$ cat config.mk
export PLATFORM = sky130hd
export DESIGN_NAME = frame_parity_xcheck
export DESIGN_NICKNAME = d
export VERILOG_FILES = /design/src/rtl/frame_parity_xcheck.sv
export SDC_FILE = /design/constraint.sdc
export NUM_CORES = 1
export LEC_CHECK = 0
export BUFFER_PORTS_ARGS = -buffer_cell sky130_fd_sc_hd__buf_4
export CAP_MARGIN = 20
export CORE_ASPECT_RATIO = 1.1
export CORE_MARGIN = 1
export CORE_UTILIZATION = 45
export CTS_CLUSTER_DIAMETER = 80
export CTS_CLUSTER_SIZE = 8
export DETAILED_ROUTE_END_ITERATION = 10
export GPL_TIMING_DRIVEN = 0
export PLACE_DENSITY = 0.78
export REMOVE_ABC_BUFFERS = 1
export SYNTH_ARGS = -nofsm -noshare
export SYNTH_HDL_FRONTEND = slang
export SYNTH_SLANG_ARGS = --single-unit
$ cat constraint.sdc
create_clock -name clk -period 10 [get_ports clk]
set_input_delay 1.5 -clock clk [delete_from_list [all_inputs] [get_ports clk]]
set_output_delay 1.5 -clock clk [all_outputs]
set_load 0.005 [all_outputs]
$ cat src/rtl/frame_parity_xcheck.sv
module frame_parity_xcheck (
  input  logic        clk,
  input  logic        rst_n,
  input  logic        in_valid,
  input  logic [7:0]  in_data,
  input  logic [3:0]  in_nbits,
  input  logic [7:0]  tx_cfg,
  input  logic [7:0]  rx_cfg,
  output logic        out_valid,
  output logic [17:0] out_status
);
  localparam int DW = 8;
  localparam int FW = 12;

  logic [3:0]    tx_max, tx_w, rx_n, pos, q;
  logic [FW-1:0] frame;
  logic          tx_par, rx_x, pe, fe;
  logic [DW-1:0] rx_data;

  wire unused_tx_hi = ^tx_cfg[7:6];

  assign tx_max = 4'd5 + {2'b00, tx_cfg[1:0]};
  assign tx_w   = (in_nbits < tx_max) ? in_nbits : tx_max;
  assign rx_n   = 4'd5 + {2'b00, rx_cfg[1:0]};

  always_comb begin
    frame  = '0;
    tx_par = 1'b0;
    for (int i = 0; i < DW; i++) begin
      if (4'(i) < tx_w) begin
        frame[i] = in_data[i];
        tx_par   = tx_par ^ in_data[i];
      end
    end
    pos = tx_w;
    if (tx_cfg[3]) begin
      frame[pos] = tx_cfg[5] | (tx_cfg[4] ? tx_par : ~tx_par);
      pos = pos + 4'd1;
    end
    frame[pos] = 1'b1;
    pos = pos + 4'd1;
    if (tx_cfg[2]) frame[pos] = 1'b1;
  end

  always_comb begin
    rx_data = '0;
    rx_x    = 1'b0;
    for (int i = 0; i < DW; i++) begin
      if (4'(i) < rx_n) begin
        rx_data[i] = frame[i];
        rx_x       = rx_x ^ frame[i];
      end
    end
    rx_x = rx_x ^ frame[rx_n];
    pe   = 1'b0;
    q    = rx_n;
    if (rx_cfg[3]) begin
      pe = rx_cfg[5] ? ~frame[rx_n] : (rx_cfg[4] ? rx_x : ~rx_x);
      q  = rx_n + 4'd1;
    end
    fe = ~frame[q] | (rx_cfg[2] & ~frame[q + 4'd1]);
  end

  always_ff @(posedge clk) begin
    if (!rst_n) begin
      out_valid  <= 1'b0;
      out_status <= '0;
    end else begin
      out_valid <= in_valid;
      if (in_valid) out_status <= {fe, pe, rx_cfg, rx_data};
    end
  end

  p_valid_follows_r2: assert property (@(posedge clk) disable iff (!rst_n)
    in_valid |=> out_valid);
  p_no_spurious_valid_r2: assert property (@(posedge clk) disable iff (!rst_n)
    !in_valid |=> !out_valid);
  p_status_holds_r2: assert property (@(posedge clk) disable iff (!rst_n)
    !in_valid |=> $stable(out_status));
  p_cfg_echo_r10: assert property (@(posedge clk) disable iff (!rst_n)
    in_valid |=> out_status[15:8] == $past(rx_cfg));
  p_no_pe_when_off_r8: assert property (@(posedge clk) disable iff (!rst_n)
    (out_valid && !out_status[11]) |-> !out_status[16]);
  p_upper_data_zero_r6: assert property (@(posedge clk) disable iff (!rst_n)
    out_valid |-> ((out_status[7:0] >> (4'd5 + {2'b00, out_status[9:8]})) == 8'd0));
endmodule

==> metrics.txt, run 1 <==
status=complete, but fails checks; failing checks=DRC; Cells after Synth=around 280; Final Hold Viols=0; max-slew violation count=0; Port Buffers=between 40 and 50; XOR/XNOR share of the synthesized area=between 8 and 9%; clk buf depth=2; initial antenna violation count=0; Vias=approximately 2300; CTS hold repair buffers=0; Setup crit start kind=input port; # DRC=8; Seq/Total Area, Yosys=~16%; # resized after CTS=0; CP Max Fanout=12; Cells after DPL=between 300 and 400; wire per inst=around 15 um; Peak Freq=between 100 and 150 MHz; Slew HR=between 50% and 60%; DRT antenna net count=0; CP required=between 10 and 15 ns; Num CTS Buffers=3; drt total wl=between 5 and 6 mm; asr flop ratio synth=0%; vias per inst=between 6 and 7; initial drt markers=154; synthesis-to-finish area growth=17.0%; Post-Synth Simple-Gate Area=22.8%; global-route wire length before repair=between 9 and 10 mm; Setup Viol. Count Final=0; grt ovf=0; Post-Synth Adder-Cell Area=8.52%; hold_sp=out_status[2]; Final Skew=0 ns; post-route minimum period=approximately 7.1 ns; DR pass1 iterations=7; Clock Pin Slew Worst Setup and Hold Paths=roughly 0.070 ns; Post-CTS Setup Inserts=0; Hold Slack=between 0.4 and 0.5 ns; RSZ-0062 raised after global routing=false; leakage power=around 1.2 nW; # nets final=~370; H-tree Lvls=1; power density over cell area=roughly 120 nW/um2; Core ar.=5000 um2; Post-synth top flop=dfxtp_1; ant diodes=0; gr usage total=roughly a fifth; Seq cells post-synth=19; dpl hpwl=around 4.4 mm; element type at the critical path end=register; Post-Synthesis Cell Area=2350 um2; die area=between 5000 and 6000 um2; Netlist cell types=between 60 and 70; syn avg cell area=~8.3 um2; post-synthesis compound-gate area fraction=approximately 25%; critical path class=in2reg; die height=roughly 78 um; Final Cycle Share=between 70 and 80%; gpl congestion=a little under 0.9; Clock Sinks=19; peak supply drop=~0.0001 V; worst min-delay path class=reg2reg; share of layout cells above drive strength 1=between 20% and 30%; Die Span X=between 70 and 80 um; worst skew pair latency=~0.25 ns; Ys Warns=0; Final TNS setup=0 ns; TritonCTS clock tree=yes; main combinational cell family by area after synthesis=compound AO/OA/AOI/OAI gates; # Max-Cap Violations=0; Worst R2R Start=out_status[17]; vias in the first global route=roughly 2100; num ports=50; Worst setup startpoint=tx_cfg[0]; initial core utilization=a little under half; mux cell area share after synthesis=between 10% and 20%; Worst EP arrival=7.29 ns; Non-Filler Instances=~380; worst-margin pin slew=between 0.7 and 0.8 ns; Rows=27; Post-synth EDFFs=0; largest net degree at the start of global routing=29; root buf cell=clkbuf_8
## flip-flops by register name, indices dropped and copies added, names as in the netlist
name / cells
out_valid: 1
out_status: 18
## where the power goes
| part | internal, mW | leakage (nW) | switching [mW] |
|---|---|---|---|
| registers | 0.0816 | 0.157 | 0.00293 |
| logic | 0.0872 | 1.01 | 0.0988 |
| clock network | 0.0283 | 0.0228 | 0.0248 |
## final cells by class
cell class	instances	area (um2)
fillers	465	2250
multi-input cells	228	1820
flip-flops and latches	19	380
repair buffers	47	353
inverters	19	76.3
well taps	58	72.6
clock buffers	4	45.0
## critical path, cell delays in order
cell,delay [ns]
buf_4,0.13
ha_1,0.31
inv_1,0.07
ha_1,0.27
o21a_1,0.13
o211a_1,0.28
nor3_2,0.57
nor2_1,0.26
inv_1,0.17
ha_1,0.28
a21boi_0,0.11
o21ai_0,0.39
mux2i_1,0.25
xnor3_1,0.47
mux2i_4,0.26
o311a_2,0.47
xnor2_1,0.21
xnor2_1,0.17
xnor3_1,0.36
or4_1,0.51
o211ai_1,0.11
## placed cells by master, fill, tap and decap left out, types with 3 or more instances in the layout
cell,n
buf_4,47
nand2_1,30
dfxtp_1,19
inv_1,18
ha_1,16
o21ai_0,15
mux2i_1,13
nor2b_1,12
xnor2_1,9
nand4_1,8
nand3_1,8
a21oi_1,8
nor2_1,7
xor2_1,6
o211a_1,6
o211ai_1,6
nor3_1,6
mux4_2,5
o32ai_1,4
a31oi_1,4
o21a_1,3
nand4b_1,3
nor4_1,3
or3_1,3
clkbuf_8,3
## final timing paths
path	end	slack, ns	cells past startpoint
setup reg to reg	out_status[17]	9.37	2
hold / removal	out_status[2]	0.48	1
hold reg to reg	out_status[2]	0.48	1
setup / recovery	out_status[16]	2.88	21
## per-stage QoR
step	util, %	instance area (um2)	worst slack, ns	total power, mW
2_1_floorplan	-	2280	3.58	0.216
3_3_place_gp	54.1	2710	2.78	0.265
3_5_place_dp	54.1	2710	2.68	0.270
4_1_cts	55.0	2750	2.90	0.324
5_1_grt	55.0	2750	2.46	0.345
6_report	55.0	2750	2.88	0.324
## synthesized netlist by cell type, types with 2 or more instances
library cell   n  area, um2
nand2_1       30        113
dfxtp_1       19        380
inv_1         18       67.6
ha_1          16        200
o21ai_0       15       75.1
mux2i_1       13        130
nor2b_1       12       75.1
clkbuf_1      11       41.3
xnor2_1        9       78.8
a21oi_1        8       40.0
nand3_1        8       40.0
nand4_1        8       50.1
nor2_1         7       26.3
nor3_1         6       30.0
o211a_1        6       60.1
o211ai_1       6       45.0
xor2_1         6       52.6
mux4_2         5        113
a31oi_1        4       25.0
o32ai_1        4       35.0
buf_2          3       15.0
nand4b_1       3       26.3
nor4_1         3       18.8
o21a_1         3       22.5
or3_1          3       18.8
a2111oi_0      2       17.5
a21boi_0       2       15.0
a32oi_1        2       17.5
and2_1         2       12.5
and3_1         2       12.5
mux2_2         2       22.5
nand3b_1       2       15.0
o2111ai_1      2       17.5
o21ai_1        2       10.0
o21bai_1       2       15.0
o311a_2        2       22.5
o31a_1         2       17.5
o32a_1         2       20.0
or4_1          2       15.0
xnor3_1        2       45.0
## cells by family (layout without fill, tap and decap cells)
group	after synthesis	in the layout
flops	19	19
simple gates	97	97
xor+xnor	18	18
mux	22	22
buf+inv	35	70
compound gates	75	75
fa+ha+maj	16	16
## layer usage
metal | share of wire (%) | track usage [%]
met1 | 46 | 27.3
met2 | 45 | 35.9
met3 | 6.0 | 2.21
met4 | 3.1 | 8.20
met5 | 0 | 0
Note: power is estimated with default switching activity, not from simulation.
==> run 2, diff against run 1 <==
--- a/config.mk
+++ b/config.mk
@@ -5,6 +5,7 @@
 export SDC_FILE = /design/constraint.sdc
 export NUM_CORES = 1
 export LEC_CHECK = 0
+export ABC_AREA = 1
 export BUFFER_PORTS_ARGS = -buffer_cell sky130_fd_sc_hd__buf_4
 export CAP_MARGIN = 20
 export CORE_ASPECT_RATIO = 1.1
==> constraint.sdc (replaced) <==
create_clock -name clk -period 7.4 [get_ports clk]
set_input_delay 1.11 -clock clk [delete_from_list [all_inputs] [get_ports clk]]
set_output_delay 1.11 -clock clk [all_outputs]
set_load 0.005 [all_outputs]
==> metrics.txt, run 2 <==
Clock Sinks=19 (unchanged); dpl hpwl=4.62 mm (was 4.37 mm); reg-to-reg slack, setup=6.73 ns (was 9.37 ns); num ports=50 (unchanged); H-tree Lvls=1 (unchanged); Vias=2611 (was 2257); share of layout cells above drive strength 1=19.9% (was 23.0%); initial core utilization=46.6% (was 47.0%); grt ovf=0 (unchanged); worst skew pair latency=0.26 ns (was 0.25 ns); Final Hold Viols=0 (unchanged); top-area cell type share of the netlist area=18.2% (was 16.2%); Reg2Reg Capture Point=out_status[0] (was out_status[17]); status=complete, but fails checks (unchanged); ranking of synthesized cells by area=nand2_1 18%, dfxtp_1 16%, inv_1 9.3% (was dfxtp_1 16%, ha_1 8.5%, mux2i_1 5.5%); synthesis-to-finish area growth=18.6% (was 17.0%); Cells after Synth=409 (was 282); Worst setup startpoint=tx_cfg[0] (unchanged); drt total wl=5.65 mm (was 5.77 mm); Finished Cell Area=2770 um2 (was 2750 um2); Crit path top cell by count=nand2_1 (was ha_1); Worst EP arrival=5.08 ns (was 7.29 ns); Post-synth EDFFs=0 (unchanged); Netlist cell types=34 (was 66); Port Buffers=47 (unchanged); Peak Freq=around 200 MHz; syn avg cell area=5.70 um2 (was 8.34 um2); Slew HR=49.4% (was 50.5%); # DRC=8 (unchanged); worst-margin pin slew=0.751 ns (was 0.736 ns); failing checks=DRC (unchanged); element type at the critical path end=register (unchanged); gpl congestion=0.906 (was 0.895); Buffers & Inverters on Critical Path=6 (was 3); largest net degree at the start of global routing=33 (was 29); Post-synth top flop=dfxtp_1 (unchanged); die height=77.5 um (was 77.8 um); delay-heaviest family, CP=simple AND/OR/NAND/NOR gates (was compound AO/OA/AOI/OAI gates); leakage power=1.54 nW (was 1.19 nW); RSZ-0062 raised after global routing=false (unchanged); Final Cycle Share=between 60% and 70%; Die Span X=70.6 um (was 70.9 um); Worst path slowest cell=o21ai_0 (was nor3_2); Post-synth top cells=113 x nand2_1, 58 x inv_1, 43 x nor2_1 (was 30 x nand2_1, 19 x dfxtp_1, 18 x inv_1); wire per inst=11.1 um (was 15.4 um); ant diodes=0 (unchanged); asr flop ratio synth=0% (unchanged); Post-CTS Setup Inserts=0 (unchanged); top-count cell post-synth=nand2_1 (unchanged); clk buf depth=2 (unchanged); biggest regs=out_status (18), out_valid (1) (unchanged); DRT antenna net count=0 (unchanged); post-route minimum period=4.88 ns; CP required=7.60 ns (was 10.17 ns); Setup crit start kind=input port (unchanged); largest stage delay on the critical path=0.60 ns (was 0.57 ns); Reg2Reg Depth=4 (was 2); # nets final=500 (was 365); peak supply drop=0.0000735 V (was 0.000101 V); post-layout util=55.3% (was 55.0%); Final Skew=0 ns (unchanged); busiest grt layer=met2 (unchanged); TritonCTS clock tree=yes (unchanged); Setup Viol. Count Final=0 (unchanged); Top reg by flops=out_status (unchanged); leading cell type in the layout, fill and taps excluded=nand2_1 (was buf_4); vias per inst=5.12 (was 6.02); met3 usage=2.47% (was 2.21%); Worst Hold Depth=2 (was 1); DR pass1 iterations=8 (was 7); initial antenna violation count=0 (unchanged); placed cell area=2720 um2 (was 2710 um2); worst min-delay path class=reg2reg (unchanged); Ys Warns=0 (unchanged); Critical Path Stages=31 (was 21); Core ar.=5000 um2 (unchanged); Post-Synthesis Cell Area=2330 um2 (was 2350 um2); # Max-Cap Violations=0 (unchanged); M1 GR Usage=27.0% (was 27.3%); Clock Pin Slew Worst Setup and Hold Paths=0.07 ns (about the same); critical path class=in2reg (unchanged); Num CTS Buffers=3 (unchanged); initial drt markers=156 (was 154); Final TNS setup=0 ns (unchanged); Worst setup endpoint=out_status[16] (unchanged); cell taking the most area after synthesis=nand2_1 (was dfxtp_1); global-route wire length before repair=9.98 mm (was 9.53 mm); most frequent cells in the layout=113 x nand2_1, 58 x inv_1, 47 x buf_4, 43 x nor2_1, 36 x nand3_1 (was 47 x buf_4, 30 x nand2_1, 19 x dfxtp_1, 18 x inv_1, 16 x ha_1); CP Max Fanout=6 (was 12); power density over cell area=150 nW/um2 (was 118 nW/um2); Seq cells post-synth=19 (unchanged); max-slew violation count=0 (unchanged); vias in the first global route=2373 (was 2095); die area=5470 um2 (was 5520 um2); Rows=27 (unchanged); # resized after CTS=0 (unchanged); met2 Usage GRT=38.9% (was 35.9%); max FFs per register=18 (unchanged); Seq/Total Area, Yosys=16.3% (was 16.2%); gr usage total=21.8% (was 21.1%); root buf cell=clkbuf_8 (unchanged); CTS hold repair buffers=0 (unchanged); Worst R2R Start=out_status[0] (was out_status[17])
-- run 2: cell count changes in the layout (fill, tap and decap cells not counted), moves of 6 or more --
cell / change
o21ai_0: +11
nand2_2: +19
nand3_1: +28
a21oi_1: +13
o211a_1: -6
nor3_1: -6
inv_1: +40
nor2b_1: -12
mux2i_1: -13
nand2_1: +83
xnor2_1: -9
nor2_1: +36
inv_2: +6
-- run 2: area by class of cell --
| class | instances | area (um2) |
|---|---|---|
| Sequential cell | 19 | 380 |
| Clock buffer | 3 | 41.3 |
| Multi-Input combinational cell | 317 | 1670 |
| Timing Repair Buffer | 47 | 353 |
| Inverter | 65 | 244 |
| Fill cell | 518 | 2230 |
| Clock inverter | 1 | 5.00 |
| Tap cell | 58 | 72.6 |
-- run 2: cell families (layout without fill, tap and decap cells) --
logic type                 after synthesis  count (layout)  share of synthesized area (%)
DFF                                     19              19                           16.3
buffers and inverters                   73             116                           12.1
AOI/OAI and AO/OA                       67              67                           16.8
xor gates and xnor gates                 4               4                           1.50
and+or+nand+nor                        230             230                           44.6
adders and majority gates               16              16                           8.58
-- run 2: worst min path at each step --
stage,to,slack (ns),startpoint
after floorplan,out_status[11],0.46,out_status[11]
after CTS,out_status[11],0.48,out_status[11]
after global placement,out_status[11],0.45,out_status[11]
final,out_status[11],0.48,out_status[11]
after global routing,out_status[16],0.50,out_status[16]
after detailed placement,out_status[1],0.46,out_status[1]
-- run 2: routing by layer --
layer  vias to the layer above  wire [um]
met1                      1141       2580
met2                        71       2730
met4                         0        122
li1                       1387          -
met3                        12        209
met5                         -          0
-- run 2: through the flow --
stage               std cells  hold WS (ns)  power, mW  setup WS [ns]
global route              510         0.498      0.454           2.01
CTS                       510         0.482      0.417           2.53
finish                    510         0.476      0.414           2.52
detailed placement        506         0.465      0.342           2.27
floorplan                 401         0.456      0.277           2.97
global placement          506         0.454      0.337           2.27
-- run 2: tightest hold or removal path: cells and delay by family (launching register included) --
kind            cells  cell delay, ns
simple gates        1            0.06
compound gates      1            0.06
flops               1            0.32
-- run 2: report_power, final --
group | total (mW) | switching [mW] | internal [mW]
Combinational | 0.228 | 0.142 | 0.0857
Clock | 0.0727 | 0.0353 | 0.0374
Sequential | 0.114 | 0.00369 | 0.110
Total | 0.414 | 0.181 | 0.234
